===== config.mk =====
export PLATFORM = sky130hd
export DESIGN_NAME = slice_addsub
export DESIGN_NICKNAME = d
export VERILOG_FILES = /design/src/rtl/slice_addsub.sv
export SDC_FILE = /design/constraint.sdc
export NUM_CORES = 1
export LEC_CHECK = 0
export ABC_AREA = 0
export BUFFER_PORTS_ARGS = -buffer_cell sky130_fd_sc_hd__buf_4
export CORE_UTILIZATION = 58
export DETAILED_ROUTE_END_ITERATION = 6
export GPL_TIMING_DRIVEN = 0
export PLACE_DENSITY = 0.9
export REMOVE_ABC_BUFFERS = 1
export SLEW_MARGIN = 20
export SYNTH_ARGS = -nofsm -noshare
export SYNTH_HDL_FRONTEND = slang
export SYNTH_SLANG_ARGS = --single-unit

===== constraint.sdc =====
create_clock -name clk -period 6.4 [get_ports clk]
set_clock_uncertainty 0.2 [all_clocks]
set_input_delay 0.64 -clock clk [delete_from_list [all_inputs] [get_ports clk]]
set_output_delay 0.64 -clock clk [all_outputs]
set_load 0.05 [all_outputs]

===== src/rtl/slice_addsub.sv =====
module slice_addsub #(
  parameter int W    = 20,
  parameter int STEP = 8
) (
  input  logic         clk,
  input  logic         ce,
  input  logic         clr,
  input  logic         in_valid,
  output logic         in_ready,
  input  logic         op_sub,
  input  logic [W-1:0] a,
  input  logic [W-1:0] b,
  output logic         out_valid,
  input  logic         out_ready,
  output logic [W-1:0] sum,
  output logic         cout,
  output logic [W-1:0] carries,
  output logic         ovf
);
  localparam int NS = (W + STEP - 1) / STEP;
  localparam int PW = NS * STEP;
  localparam int IW = (NS > 1) ? $clog2(NS) : 1;

  typedef enum logic [1:0] {IDLE, RUN, DONE} st_t;
  st_t st;

  logic [PW-1:0]   a_r, b_r, s_r;
  logic            c_r;
  logic [IW-1:0]   idx;
  logic [STEP:0]   sl;
  logic [PW-1:0]   cv;
  logic [PW:0]     ext;
  logic [W-1:0]    bn;

  assign bn  = op_sub ? ~b : b;
  assign sl  = {1'b0, a_r[idx*STEP +: STEP]} + {1'b0, b_r[idx*STEP +: STEP]} + {{STEP{1'b0}}, c_r};
  assign cv  = a_r ^ b_r ^ s_r;
  assign ext = {c_r, s_r};

  assign in_ready  = (st == IDLE);
  assign out_valid = (st == DONE);
  assign sum       = s_r[W-1:0];
  assign carries   = cv[W-1:0];
  assign cout      = ext[W];
  assign ovf       = cv[W-1] ^ cout;

  always_ff @(posedge clk) begin
    if (clr) begin
      st  <= IDLE;
      idx <= '0;
    end else if (ce) begin
      case (st)
        IDLE: if (in_valid) begin
          a_r <= PW'(a);
          b_r <= PW'(bn);
          s_r <= '0;
          c_r <= op_sub;
          idx <= '0;
          st  <= RUN;
        end
        RUN: begin
          s_r[idx*STEP +: STEP] <= sl[STEP-1:0];
          c_r <= sl[STEP];
          if (idx == IW'(NS - 1)) st <= DONE;
          else idx <= idx + 1'b1;
        end
        DONE: if (out_ready) st <= IDLE;
        default: st <= IDLE;
      endcase
    end
  end

  AST_ACCEPT_CLOSES: assert property (@(posedge clk) disable iff (clr)
    in_valid && in_ready && ce |=> !in_ready && !out_valid);
  AST_RELEASE_OPENS: assert property (@(posedge clk) disable iff (clr)
    out_valid && out_ready && ce |=> in_ready);
  AST_RESULT_HELD: assert property (@(posedge clk) disable iff (clr)
    out_valid && !out_ready |=> out_valid && $stable(sum) && $stable(cout) && $stable(carries));
  AST_FREEZE: assert property (@(posedge clk) disable iff (clr)
    !ce |=> $stable(in_ready) && $stable(out_valid) && $stable(sum));
  AST_CLEAR_IDLE: assert property (@(posedge clk)
    clr |=> in_ready && !out_valid);
  AST_OVF_SIGN: assert property (@(posedge clk) disable iff (clr)
    out_valid |-> ovf == ((a_r[W-1] == b_r[W-1]) && (s_r[W-1] != a_r[W-1])));
endmodule


# ---- Word level (Yosys, flattened, before mapping)
# Cells that the tools add are included.
dict set report classes {
  addsub 4
  eq_ne 7
  shifts 4
  muxes 13
  bitwise_logic 5
  n_reduce_logical 6
}
# operator n
set op_table {}
lappend op_table {{24-bit one-hot mux with 2 select lines} 1}
lappend op_table {{24-bit by 6-bit indexed part select with 8-bit output} 2}
lappend op_table {{20-bit bitwise XOR} 2}
lappend op_table {{5-bit negation with 34-bit output} 1}
lappend op_table {{8-bit by 34-bit variable shift with 24-bit output, first input constant} 1}
lappend op_table {{8-bit by 34-bit indexed part select with 24-bit output} 1}
lappend op_table {{24-bit bitwise mux} 1}
lappend op_table {{24-bit two-way mux} 1}
lappend op_table {{20-bit two-way mux} 1}
lappend op_table {{20-bit NOT} 1}
lappend op_table {{4-bit AND reduction} 4}
lappend op_table {{2-bit two-way mux} 5}
lappend op_table {{8-bit by 8-bit adder with 9-bit output} 1}
lappend op_table {{9-bit by 1-bit adder with 9-bit output} 1}
lappend op_table {{2-bit != test, second input constant} 3}
lappend op_table {{2-bit one-hot mux with 3 select lines} 1}
lappend op_table {{2-bit equality test, second input constant} 2}
lappend op_table {{2-bit one-hot mux with 2 select lines} 1}
lappend op_table {{2-bit by 1-bit adder with 2-bit output, second input constant} 1}
lappend op_table {{2-bit by 1-bit equality test with 1-bit output, second input constant} 1}
lappend op_table {{2-bit zero test} 1}
lappend op_table {{2-bit by 1-bit != test with 1-bit output, second input constant} 1}
lappend op_table {{1-bit one-hot mux with 2 select lines} 1}
lappend op_table {{2-bit nonzero test} 1}
lappend op_table {{other kinds (3)} 3}
dict set report word_totals {
  reg_bits 69
  in_bits 46
  output_inout_bits 44
  word_cells 45
}

# ---- Depth between registers and ports, before layout
# Gate-level depths: netlist of run 1.
dict set report depth {
  ltp_word 6
  mapped_depth 11
  depth_no_buf 10
}

# ---- Worst setup path before layout of run 1
# No wires, ideal clock.
dict set report synth_timing {
  path_type {input -> register}
  startpoint {in ce}
  endpoint {reg a_r[0], enable pin}
  setup_ns 0.487
  arrival_ns 3.503
  required_time_ns 5.713
  setup_slack_ns 2.210
  cell_stages 2
  n_path_buf 0
  path_cell_list {nand2b_1 -> nor3_1}
}
dict set report synth_via {
  elab_chain_len 1
}
# item line
set synth_rtl {}
lappend synth_rtl {{start, declared} 6} ;# input logic ce,
lappend synth_rtl {{4-bit AND reduction (no source line)} --}
lappend synth_rtl {{end signal, assigned} 54} ;# a_r <= PW'(a);
lappend synth_rtl {{end, declared} 27} ;# logic [PW-1:0] a_r, b_r, s_r;
# Every way passes these cells.
# A chain may end at the register's enable or synchronous reset.

# ---- Worst setup path in the final report of run 1
dict set report layout_timing {
  startpoint {reg idx[1]}
  endpoint {reg s_r[14] (data pin)}
}
dict set report layout_via {
  elab_chain_len 6
  elab_cells_between_ends 9
  classes_between {add/sub (3); shift (4); mux (2)}
}
# item line
set layout_rtl {}
lappend layout_rtl {{start, declared} 29} ;# logic [IW-1:0] idx;
lappend layout_rtl {{start signal, assigned} 65} ;# else idx <= idx + 1'b1;
lappend layout_rtl {{24-bit by 6-bit indexed part select with 8-bit output} 36} ;# assign sl = {1'b0, a_r[idx*STEP +: STEP]} + {1'b0, b_r[idx*STEP +: STEP]} + {{STEP{1'b0}}, c_r};
lappend layout_rtl {{8-bit by 8-bit adder with 9-bit output} 36}
lappend layout_rtl {{9-bit by 1-bit adder with 9-bit output} 36}
lappend layout_rtl {{8-bit by 34-bit indexed part select with 24-bit output} 62} ;# s_r[idx*STEP +: STEP] <= sl[STEP-1:0];
lappend layout_rtl {{24-bit bitwise mux *} 62}
lappend layout_rtl {{24-bit one-hot mux with 2 select lines *} 52} ;# case (st)
lappend layout_rtl {{end signal, assigned by index} 62}
lappend layout_rtl {{end, declared} 27}
# Every way passes the cells marked *; elsewhere a longest branch is shown, timed or not.

==> impl_results.md, run 1 <==
- DRC violations left: 0
- Yosys cell types: 38
- IO Pins: 90
- DR iter-0 viols: 251
- DRT Wirelength: 8230 um
- Syn_area_per_cell: 11.9 um2
- Crit path kind: reg -> reg
- Setup TNS: 0 ps
- DR vias/cell: 5.81
- Number of setup violations in the final report: 0
- Post-Synthesis Cells: 309
- Dominant cell type by area after synthesis: edfxtp_1
- Largest cells by area after synthesis: edfxtp_1, xnor2_1, xor2_1
- Total power: 0.00107 W
- Root Buffer: clkbuf_8
- Worst-Skew Late Latency: 350 ps
- DIE AREA: 6650 um2
- Via count: 2814
- Core Util, Final: 0.769
- Nets: 464
- Global-route wire length before repair: 13100 um
- Synth-to-Final Area Change: 26.1%
- Max-Slew Margin vs Limit: 0.262
- Post-CTS setup buffer count: 0
- Peak supply drop: 0.233 mV
- GRT Overall Usage: 0.269
- Worst-margin pin slew: 1090 ps
- Worst Path Arrival: 4120 ps
- EDFF count, synth: 62
- Post-CTS sizing: 0
- Pre-antenna DRT Iters: 5
- Synth top cells by count: edfxtp_1, xnor2_1, nor2_1
- Peak Freq: between 200 and 250 MHz
- Hold WC Path Type: in -> reg
- Final hold slack: roughly 260 ps
- Routed WL per cell: 17.0 um
- Core Region: 6030 um2
- Filler Cell Count: about 390
- Finished Cell Area: 4630 um2
- Inserted Clock Buffers: 9
- Rows: 28
- Starting Density: 0.609
- Yosys top cell area share: 0.507
- Buffers on Ports: between 80 and 90
- DP Area: approximately 4400 um2
- CTS tree: built
- Post-DP HPWL: 5790 um
- Initial antenna violation count: 0
- Pins Over Slew Limit: 0
- CP Capture Type: register
- Lkg Pwr: ~1.8 nW
- Hold Vio Cnt, Final: 0
- Min-delay src: a[2]
- Die Span Y: 81.6 um
- Die Width: ~82 um
- Clk sink count: 66
- Async SR Flop Fraction: 0
- Delay-heaviest family, CP: compound AO/OA/AOI/OAI gates
- Ant diodes: 0
- Setup crit start: idx[1]$_SDFFE_PP0P_
- Most common cell in the netlist: edfxtp_1
- Crit path max fanout: 20
- CP cell instances: nor2_1, nand2_1, o21ai_0, fa_1, fa_1, a211o_1, a211o_1, a221o_1, o21ai_1
- Critical path data required time: between 6000 and 7000 ps
- Final RePlAce weighted congestion: between 0.8 and 0.9
- CTS clk-pin slew, worst paths: 70 ps
- Seq/Total Area, Yosys: 0.529
- CP Launch Type: register
- Htree depth: 3
- Top FF cell, synth: edfxtp_1
- Clock Tree Buf Depth: 2
- CTS Hold Bufs: 0
- Final antenna-violating net count: 0
- RR Startpoint: idx[1]$_SDFFE_PP0P_
- Worst path bufs/invs: 0
- Gr ovfl total: 0
- Fin crit share: 0.646
- Layout cells sized above 1: 0.284
- Max incr delay on CP: ~1000 ps
- Minimum clock period: 4130 ps
- Synth Register Bits: 66
- Worst path slowest cell: dfxtp_1
- Mapped cell area: 3670 um2
- Largest net degree at the start of global routing: 24
- RSZ-0062 raised after global routing: false
- PD cells: approximately 230 nW/um2
- Yosys Warn Count: 0
- Max-Cap Viols: 0
- Vias in the first global route: between 2000 and 3000
- Status: finished clean
[cells by family after synthesis]
| group | count (synthesis) | share of synthesized area |
|---|---|---|
| buffers and inverters | 18 | 0.0208 |
| XOR/XNOR | 62 | 0.148 |
| AND/OR/NAND/NOR | 79 | 0.102 |
| adder cells (fa/ha/maj) | 14 | 0.0518 |
| flip-flops | 66 | 0.529 |
| multiplexers | 19 | 0.0521 |
| AO/OA/AOI/OAI | 51 | 0.0964 |
[worst reg2reg max path, stage by stage, from the launching register on]
cell and delay (ps):
dfxtp_1 980, nor2_1 380, nand2_1 180, o21ai_0 140, fa_1 520, fa_1 450
a211o_1 350, a211o_1 290, a221o_1 350, o21ai_1 150
[sequential cells by signal, summed over array words and instances, names as in the netlist]
| name | cells |
|---|---|
| s_r | 21 |
| idx | 2 |
| b_r | 20 |
| st | 2 |
| c_r | 1 |
| a_r | 20 |
[final timing paths]
| path | slack, ps | endpoint | cells past startpoint |
|---|---|---|---|
| worst max-delay path | 2270 | s_r[14]$_SDFFCE_PN0P_ | 9 |
| worst min register to register | 410 | st[1]$_SDFFE_PP0P_ | 2 |
| worst max register to register | 2270 | s_r[14]$_SDFFCE_PN0P_ | 9 |
| worst min-delay path | 260 | a_r[2]$_DFFE_PP_ | 1 |
[where the power goes]
group	internal (W)	switching, W	total [W]
registers	0.000492	0.0000140	0.000506
logic	0.0000869	0.000138	0.000225
clock network	0.000177	0.000158	0.000335
total	0.000756	0.000310	0.00107
[layout by cell type (no fill, tap or decap), drive strengths merged, types with 2 or more instances in the layout]
cell type | Yosys | layout
xnor2 | 40 | 40
xor2 | 22 | 22
a32oi | 7 | 7
mux2i | 18 | 18
nand2 | 15 | 15
ha | 12 | 12
a21oi | 7 | 7
buf | 8 | 96
dfxtp | 4 | 4
a211o | 3 | 3
inv | 6 | 6
fa | 2 | 2
and3 | 2 | 2
nand3 | 13 | 13
or4b | 2 | 2
o21ai | 13 | 13
o211ai | 4 | 4
clkbuf | 4 | 10
a22oi | 9 | 9
nor2b | 2 | 2
clkinv | 0 | 5
nor2 | 32 | 32
a21o | 3 | 3
edfxtp | 62 | 62
nand2b | 4 | 4
o21a | 2 | 2
nor3 | 4 | 4
[through the flow]
| step | cells | setup WS (ps) |
|---|---|---|
| final | 484 | 2270 |
| after global routing | 484 | 2040 |
| after CTS | 484 | 2270 |
| after detailed placement | 468 | 2400 |
| after global placement | 461 | 1040 |
| after floorplan | 297 | 2210 |
[final cells by class]
| type | instances | area [um2] | share of cell area |
|---|---|---|---|
| sequential | 66 | 1940 | 0.419 |
| multi-input combinational | 225 | 1670 | 0.361 |
| timing repair buffer | 96 | 718 | 0.155 |
| clock buffer | 10 | 128 | 0.0276 |
| tap | 75 | 93.8 | 0.0203 |
| clock inverter | 6 | 57.6 | 0.0124 |
| inverter | 6 | 22.5 | 0.00486 |
[routing by layer]
layer | routed length, um | GRT usage
met1 | 3290 | 0.338
met5 | 0 | 0
met3 | 576 | 0.0500
met2 | 4180 | 0.449
met4 | 181 | 0.132
No activity file was read; power rests on OpenSTA's default activity.
==> inputs of run 2 (changes only) <==
--- a/config.mk
+++ b/config.mk
@@ -7,10 +7,10 @@
 export LEC_CHECK = 0
 export ABC_AREA = 0
 export BUFFER_PORTS_ARGS = -buffer_cell sky130_fd_sc_hd__buf_4
-export CORE_UTILIZATION = 58
+export CORE_UTILIZATION = 54
 export DETAILED_ROUTE_END_ITERATION = 6
 export GPL_TIMING_DRIVEN = 0
-export PLACE_DENSITY = 0.9
+export PLACE_DENSITY = 0.85
 export REMOVE_ABC_BUFFERS = 1
 export SLEW_MARGIN = 20
 export SYNTH_ARGS = -nofsm -noshare
==> constraint.sdc (replaced) <==
create_clock -name clk -period 4 [get_ports clk]
set_clock_uncertainty 0.2 [all_clocks]
set_input_delay 0.4 -clock clk [delete_from_list [all_inputs] [get_ports clk]]
set_output_delay 0.4 -clock clk [all_outputs]
set_load 0.05 [all_outputs]
==> run 2 against run 1 <==
Against the previous run: the flow now finishes with violations (DRC); global-route usage decreased by 2.3 points; largest power group unchanged; sequential share of layout area shrank 0.51 points; combinational power rose by 60%; hold slack worse by 240 ps.
==> impl_results.md, run 2 (synthesized netlist as in run 1, its figures left out) <==
- Buffers on Ports: 89 (unchanged)
- Die Span Y: 84.5 um (+3.5%)
- RSZ-0062 raised after global routing: false
- Lkg Pwr: 1.79 nW (+1.1%)
- Setup WS post-layout: 325 ps (-1940 ps)
- Crit path kind: reg -> reg
- CTS clk-pin slew, worst paths: 80 ps (about the same)
- DP Area: 4450 um2 (+0.11%)
- Final Non-Filler Cells: 486 (+0.41%)
- Fin crit share: 0.919 (+0.273)
- Inserted Clock Buffers: 9 (unchanged)
- Final RePlAce weighted congestion: 0.865 (+7.8%)
- DR vias/cell: 5.75 (-1.0%)
- Vias in the first global route: 2796 (-2.5%)
- Peak supply drop: 0.342 mV (+47%)
- R2r setup slk: 330 ps (-1940 ps)
- Gr ovfl total: 0 (unchanged)
- Final hold slack: 19.6 ps (-245 ps)
- Largest net degree at the start of global routing: 24 (unchanged)
- Post-CTS setup buffer count: 0 (unchanged)
- DIE AREA: 7130 um2 (+7.2%)
- Hold WC Path Type: in -> reg
- Max-Slew Margin vs Limit: 0.506 (+0.244)
- Pre-antenna DRT Iters: 7 (+2)
- Max-Cap Viols: 0 (unchanged)
- Synth-to-Final Area Change: 27.8%
- Routed WL per cell: 16.5 um (-2.7%)
- Finished Cell Area: 4690 um2 (+1.4%)
- CTS Hold Bufs: 0 (unchanged)
- WHS Endpoint: a_r[15]$_DFFE_PP_
- CTS tree: built
- Most common cell after layout, fill and taps aside: buf_4
- Total power: 0.00184 W (+73%)
- Ant diodes: 0 (unchanged)
- Pins Over Slew Limit: 0 (unchanged)
- Final antenna-violating net count: 0 (unchanged)
- Via count: 2796 (-0.64%)
- Worst Path Arrival: 3680 ps (-440 ps)
- Die Width: 84.5 um (+3.5%)
- Worst hold stages: 1 (unchanged)
- Nets: 464 (unchanged)
- DR iter-0 viols: 242 (-3.6%)
- Min-delay src: a[15]
- Violated checks: DRC
- Hold Vio Cnt, Final: 0 (unchanged)
- Number of setup violations in the final report: 0 (unchanged)
- Htree depth: 3 (unchanged)
- DRT Wirelength: 8040 um (-2.3%)
- Biggest regs: s_r (21), a_r (20), b_r (20)
- Worst-Skew Late Latency: 350 ps (about the same)
- Root Buffer: clkbuf_8
- CP Launch Type: register
- Initial antenna violation count: 0 (unchanged)
- Minimum clock period: 3670 ps (-460 ps)
- Worst R2R Path Depth: 9 (unchanged)
- Number of placed cells counting well taps: 470 (+0.43%)
- Dpl ws: -17.5 ps (-2420 ps)
- CP Capture Type: register
- Post-DP HPWL: 5690 um (-1.7%)
- Layout cells sized above 1: 0.291 (+0.00733)
- IO Pins: 90 (unchanged)
- Status: finished with violations
- Register bank with the most flops: s_r
- Core Region: 6460 um2 (+7.2%)
- Critical path data required time: 4010 ps (-2380 ps)
- RR Startpoint: idx[1]$_SDFFE_PP0P_
- DRC violations left: 12 (+12)
- Starting Density: 0.569 (-0.0408)
- PD cells: 393 nW/um2 (+71%)
- GRT Overall Usage: 0.246 (-0.0229)
- Worst r2r dst: s_r[14]$_SDFFCE_PN0P_
- Clk sink count: 66 (unchanged)
- Global-route wire length before repair: 13200 um (+1.1%)
- Number of flip-flops in the largest register: 21 (unchanged)
- Peak Freq: 272 MHz (+13%)
- Crit path max fanout: 20 (unchanged)
- Commonest non-fill, non-tap cells in the layout: buf_4, edfxtp_1, xnor2_1
- Rows: 29 (+3.6%)
- Worst-margin pin slew: 742 ps (-350 ps)
- Clock Tree Buf Depth: 2 (unchanged)
run 2: cell count changes in the layout (fill, tap and decap cells not counted), moves of 2 or more:
cell,delta
dfxtp_1,-2
dfxtp_2,+2
bufinv_16,+2
clkinv_2,-2
run 2: layer usage:
| metal | vias to the layer above | global-route usage | wire [um] |
|---|---|---|---|
| li1 | 1312 | - | - |
| met1 | 1330 | 0.313 | 3280 |
| met2 | 137 | 0.406 | 4030 |
| met3 | 17 | 0.0570 | 580 |
| met4 | 0 | 0.109 | 148 |
| met5 | - | 0 | 0 |
run 2: layout make-up:
cell class                 count  area (um2)
timing repair buffer          96         721
clock buffer                  11         131
multi-input combinational    225        1680
sequential                    66        1940
clock inverter                 5         103
fill                         461        1760
tap                           77        96.3
inverter                       6        22.5
run 2: worst max path at each step:
| stage | from | endpoint | slack (ps) | cells past startpoint |
|---|---|---|---|---|
| 2_1_floorplan | st[0]$_SDFFE_PP0P_ | a_r[0]$_DFFE_PP_ | 40 | 2 |
| 3_3_place_gp | ce | a_r[19]$_DFFE_PP_ | -1120 | 3 |
| 3_5_place_dp | idx[1]$_SDFFE_PP0P_ | s_r[14]$_SDFFCE_PN0P_ | -20 | 9 |
| 4_1_cts | idx[0]$_SDFFE_PP0P_ | s_r[14]$_SDFFCE_PN0P_ | 130 | 10 |
| 5_1_grt | idx[1]$_SDFFE_PP0P_ | s_r[14]$_SDFFCE_PN0P_ | 190 | 9 |
| 6_report | idx[1]$_SDFFE_PP0P_ | s_r[14]$_SDFFCE_PN0P_ | 330 | 9 |
run 2: what timing repair did:
item / in CTS / in global routing
endpoints found under the setup margin: 2 / 8
resized for setup: 1 / 1
endpoints found under the hold margin: 0 / 0
run 2: worst max-delay path: stages (launching register included):
cell	delay, ps
dfxtp_2	680
nor2_1	320
nand2_1	140
o21ai_0	120
fa_1	490
fa_1	450
a211o_1	350
a211o_1	290
a221o_1	340
o21ai_1	150
run 2: metrics by stage:
step | util | setup TNS [ps]
2_1_floorplan | - | 0
3_3_place_gp | 0.679 | -44560
3_5_place_dp | 0.689 | -17.5
4_1_cts | 0.726 | 0
5_1_grt | 0.727 | 0
6_report | 0.727 | 0
run 2: power by group:
| part | internal (W) | total, W | switching (W) |
|---|---|---|---|
| Clock | 0.000413 | 0.000675 | 0.000261 |
| Combinational | 0.000140 | 0.000360 | 0.000220 |
| Sequential | 0.000786 | 0.000808 | 0.0000220 |
| Total | 0.00134 | 0.00184 | 0.000504 |
==> inputs of run 3 (changes only) <==
--- a/config.mk
+++ b/config.mk
@@ -5,7 +5,7 @@
 export SDC_FILE = /design/constraint.sdc
 export NUM_CORES = 1
 export LEC_CHECK = 0
-export ABC_AREA = 0
+export ABC_AREA = 1
 export BUFFER_PORTS_ARGS = -buffer_cell sky130_fd_sc_hd__buf_4
 export CORE_UTILIZATION = 54
 export DETAILED_ROUTE_END_ITERATION = 6
==> run 3 against run 2 <==
Against the previous run: highest routed layer unchanged; die area decreased by 0.70%; largest power group unchanged; critical endpoint is now s_r[20]$_SDFFCE_PN0P_; routed wire length increased by 2.9%; the flow still finishes with violations (DRC); core utilization decreased by 1.2 points; sequential share of layout area increased by 0.87 points; via count increased by 3.2%.
==> impl_results.md, run 3 <==
- Status: finished with violations
- Violated checks: DRC
- Nets: 508 (+9.5%)
- Global-route wire length before repair: 13100 um (-1.0%)
- Minimum clock period: 3470 ps (-205 ps)
- Post-CTS sizing: 0 (-1)
- Dominant cell type by area after synthesis: edfxtp_1
- Layout cells sized above 1: 0.254 (-0.0371)
- Worst-margin pin slew: 856 ps (+114 ps)
- Filler Cell Count: 456 (-1.1%)
- Synth Register Bits: 66 (unchanged)
- Core Region: 6420 um2 (-0.56%)
- Routed WL per cell: 15.6 um (-5.6%)
- Synth-to-Final Area Change: 25.9%
- Crit path max fanout: 31 (+55%)
- Starting Density: 0.568 (-0.000879)
- DR vias/cell: 5.44 (-5.4%)
- Seq/Total Area, Yosys: 0.533 (+0.00381)
- Largest cells by area after synthesis: edfxtp_1, xnor2_1, nand2_1
- IO Pins: 90 (unchanged)
- Yosys cell types: 29 (-24%)
- Inserted Clock Buffers: 9 (unchanged)
- Initial antenna violation count: 0 (unchanged)
- RSZ-0062 raised after global routing: false
- DRC violations left: 7 (-5)
- Mapped cell area: 3650 um2 (-0.72%)
- DR iter-0 viols: 278 (+15%)
- Syn_area_per_cell: 10.3 um2 (-13%)
- Ant diodes: 0 (unchanged)
- Max-Cap Viols: 0 (unchanged)
- Htree depth: 3 (unchanged)
- Post-CTS setup buffer count: 0 (unchanged)
- Hold Vio Cnt, Final: 0 (unchanged)
- Most common cell after layout, fill and taps aside: buf_4
- Fin crit share: 0.867 (-0.0512)
- Worst path slowest cell: dfxtp_1
- Peak Freq: 288 MHz (+5.9%)
- Yosys Warn Count: 0 (unchanged)
- Most frequent CP cell: nand2_1
- Max incr delay on CP: 850 ps (+170 ps)
- Critical path data required time: 3980 ps (-30 ps)
- Worst-Skew Late Latency: 350 ps (about the same)
- Synth top cells by count: edfxtp_1, nand2_1, xnor2_1
- Final RePlAce weighted congestion: 0.871 (+0.69%)
- Rows: 29 (unchanged)
- Register bank with the most flops: s_r
- Worst hold stages: 1 (unchanged)
- CTS Hold Bufs: 0 (unchanged)
- Gr ovfl total: 0 (unchanged)
- Die Width: 84.2 um (-0.35%)
- GRT Overall Usage: 0.239 (-0.00704)
- Post-Synthesis Cells: 354 (+15%)
- Crit path kind: reg -> reg
- Lkg Pwr: 1.85 nW (+3.4%)
- Via count: 2885 (+3.2%)
- CP cell instances: inv_4, nor2_1, o21ai_0, fa_1, fa_1, nand2_1, nand2_1, nand2_1, xnor2_1, nand2_1, a21oi_1
- Vias in the first global route: 2776 (-0.72%)
- Most common cell in the netlist: edfxtp_1
- DIE AREA: 7080 um2 (-0.70%)
- Peak supply drop: 0.311 mV (-9.2%)
- Number of placed cells counting well taps: 514 (+9.4%)
- Async SR Flop Fraction: 0 (unchanged)
- CP Launch Type: register
- Biggest regs: s_r (21), a_r (20), b_r (20)
- CP Capture Type: register
- Area occupied by multi-input gates: 1590 um2 (-5.1%)
- Hold WC Path Type: in -> reg
- PD cells: 389 nW/um2 (-0.90%)
- Number of setup violations in the final report: 0 (unchanged)
- Worst Path Arrival: 3450 ps (-230 ps)
- Storage element area: 1940 um2 (-0.13%)
- DRT Wirelength: 8270 um (+2.9%)
- Post-DP HPWL: 5850 um (+2.8%)
- Core Util, Final: 0.715 (-0.0119)
- Yosys top cell area share: 0.511 (+0.00365)
- Pre-antenna DRT Iters: 7 (unchanged)
- Max-Slew Margin vs Limit: 0.426 (-0.0794)
- EDFF count, synth: 62 (unchanged)
- Number of flip-flops in the largest register: 21 (unchanged)
- Top FF cell, synth: edfxtp_1
- Commonest non-fill, non-tap cells in the layout: buf_4, edfxtp_1, nand2_1
- Buffers on Ports: 89 (unchanged)
- CTS clk-pin slew, worst paths: 80 ps (about the same)
- Total power: 0.00179 W (-3.1%)
- Final antenna-violating net count: 0 (unchanged)
- Final Non-Filler Cells: 530 (+9.1%)
- CTS tree: built
- Clk sink count: 66 (unchanged)
- Worst R2R Path Depth: 11 (+2)
- Largest net degree at the start of global routing: 32 (+33%)
- Die Span Y: 84.2 um (-0.35%)
- Clock Tree Buf Depth: 2 (unchanged)
- Root Buffer: clkbuf_8
- Pins Over Slew Limit: 0 (unchanged)
run 3: cell types whose count changed after synthesis, sizes merged, moves of 3 or more:
cell    before  now
nand3       13   18
a21oi        7   25
inv          6   16
nand2b       4    0
a22oi        9    2
o211ai       4    0
nor2        32   36
a21o         3    0
mux2i       18    0
a32oi        7    0
a211o        3    0
o21ai       13   26
nand2       15   61
run 3: kinds of logic after synthesis:
family                   after synthesis  synth area share
AND/OR/NAND/NOR                      125             0.148
flip-flops                            66             0.533
XOR/XNOR                              64             0.154
buffers and inverters                 29            0.0340
AO/OA/AOI/OAI                         56            0.0800
adder cells (fa/ha/maj)               14            0.0522
run 3: layout make-up:
| type | instances | share of cell area |
|---|---|---|
| clock buffers | 9 | 0.0270 |
| clock inverters | 7 | 0.0131 |
| inverters | 18 | 0.0153 |
| multi-input cells | 259 | 0.346 |
| flip-flops and latches | 66 | 0.423 |
| well taps | 77 | 0.0210 |
| repair buffers | 94 | 0.154 |
run 3: per-stage QoR:
| step | TNS, ps | worst slack [ps] | hold WS [ps] | cell area, um2 |
|---|---|---|---|---|
| after floorplan | -24620 | -616 | 269 | 3590 |
| after global placement | -41960 | -1050 | 331 | 4360 |
| after detailed placement | 0 | 630 | 337 | 4410 |
| after CTS | 0 | 599 | 19.0 | 4590 |
| after global routing | 0 | 322 | 23.8 | 4590 |
| final | 0 | 530 | 22.2 | 4590 |
run 3: final timing paths:
check / slack, ps / from / endpoint
setup / recovery: 530 / idx[0]$_SDFFE_PP0P_ / s_r[20]$_SDFFCE_PN0P_
hold / removal: 20 / a[1] / a_r[1]$_DFFE_PP_
setup reg to reg: 530 / idx[0]$_SDFFE_PP0P_ / s_r[20]$_SDFFCE_PN0P_
hold reg to reg: 350 / st[0]$_SDFFE_PP0P_ / st[0]$_SDFFE_PP0P_
run 3: where the power goes:
part	internal (W)	switching (W)	leakage (nW)	total [W]
Clock	0.000280	0.000264	0.0939	0.000544
Sequential	0.000791	0.0000246	0.607	0.000816
Combinational	0.000150	0.000276	1.15	0.000426
run 3: routing by layer:
layer | global-route usage | up-vias | routed length [um] | part of all wire
met5 | 0 | - | 0 | 0
met4 | 0.102 | 0 | 189 | 0.023
li1 | - | 1395 | - | -
met3 | 0.0354 | 22 | 769 | 0.093
met1 | 0.318 | 1301 | 3280 | 0.40
met2 | 0.396 | 167 | 4030 | 0.49
run 3: critical path, delay by kind of cell (launching register included):
kind                     cells  cell delay, ps
AO/OA/AOI/OAI                2             310
XOR/XNOR                     1             200
adder cells (fa/ha/maj)      2             860
flip-flops                   1             850
buffers and inverters        1             310
AND/OR/NAND/NOR              5             540
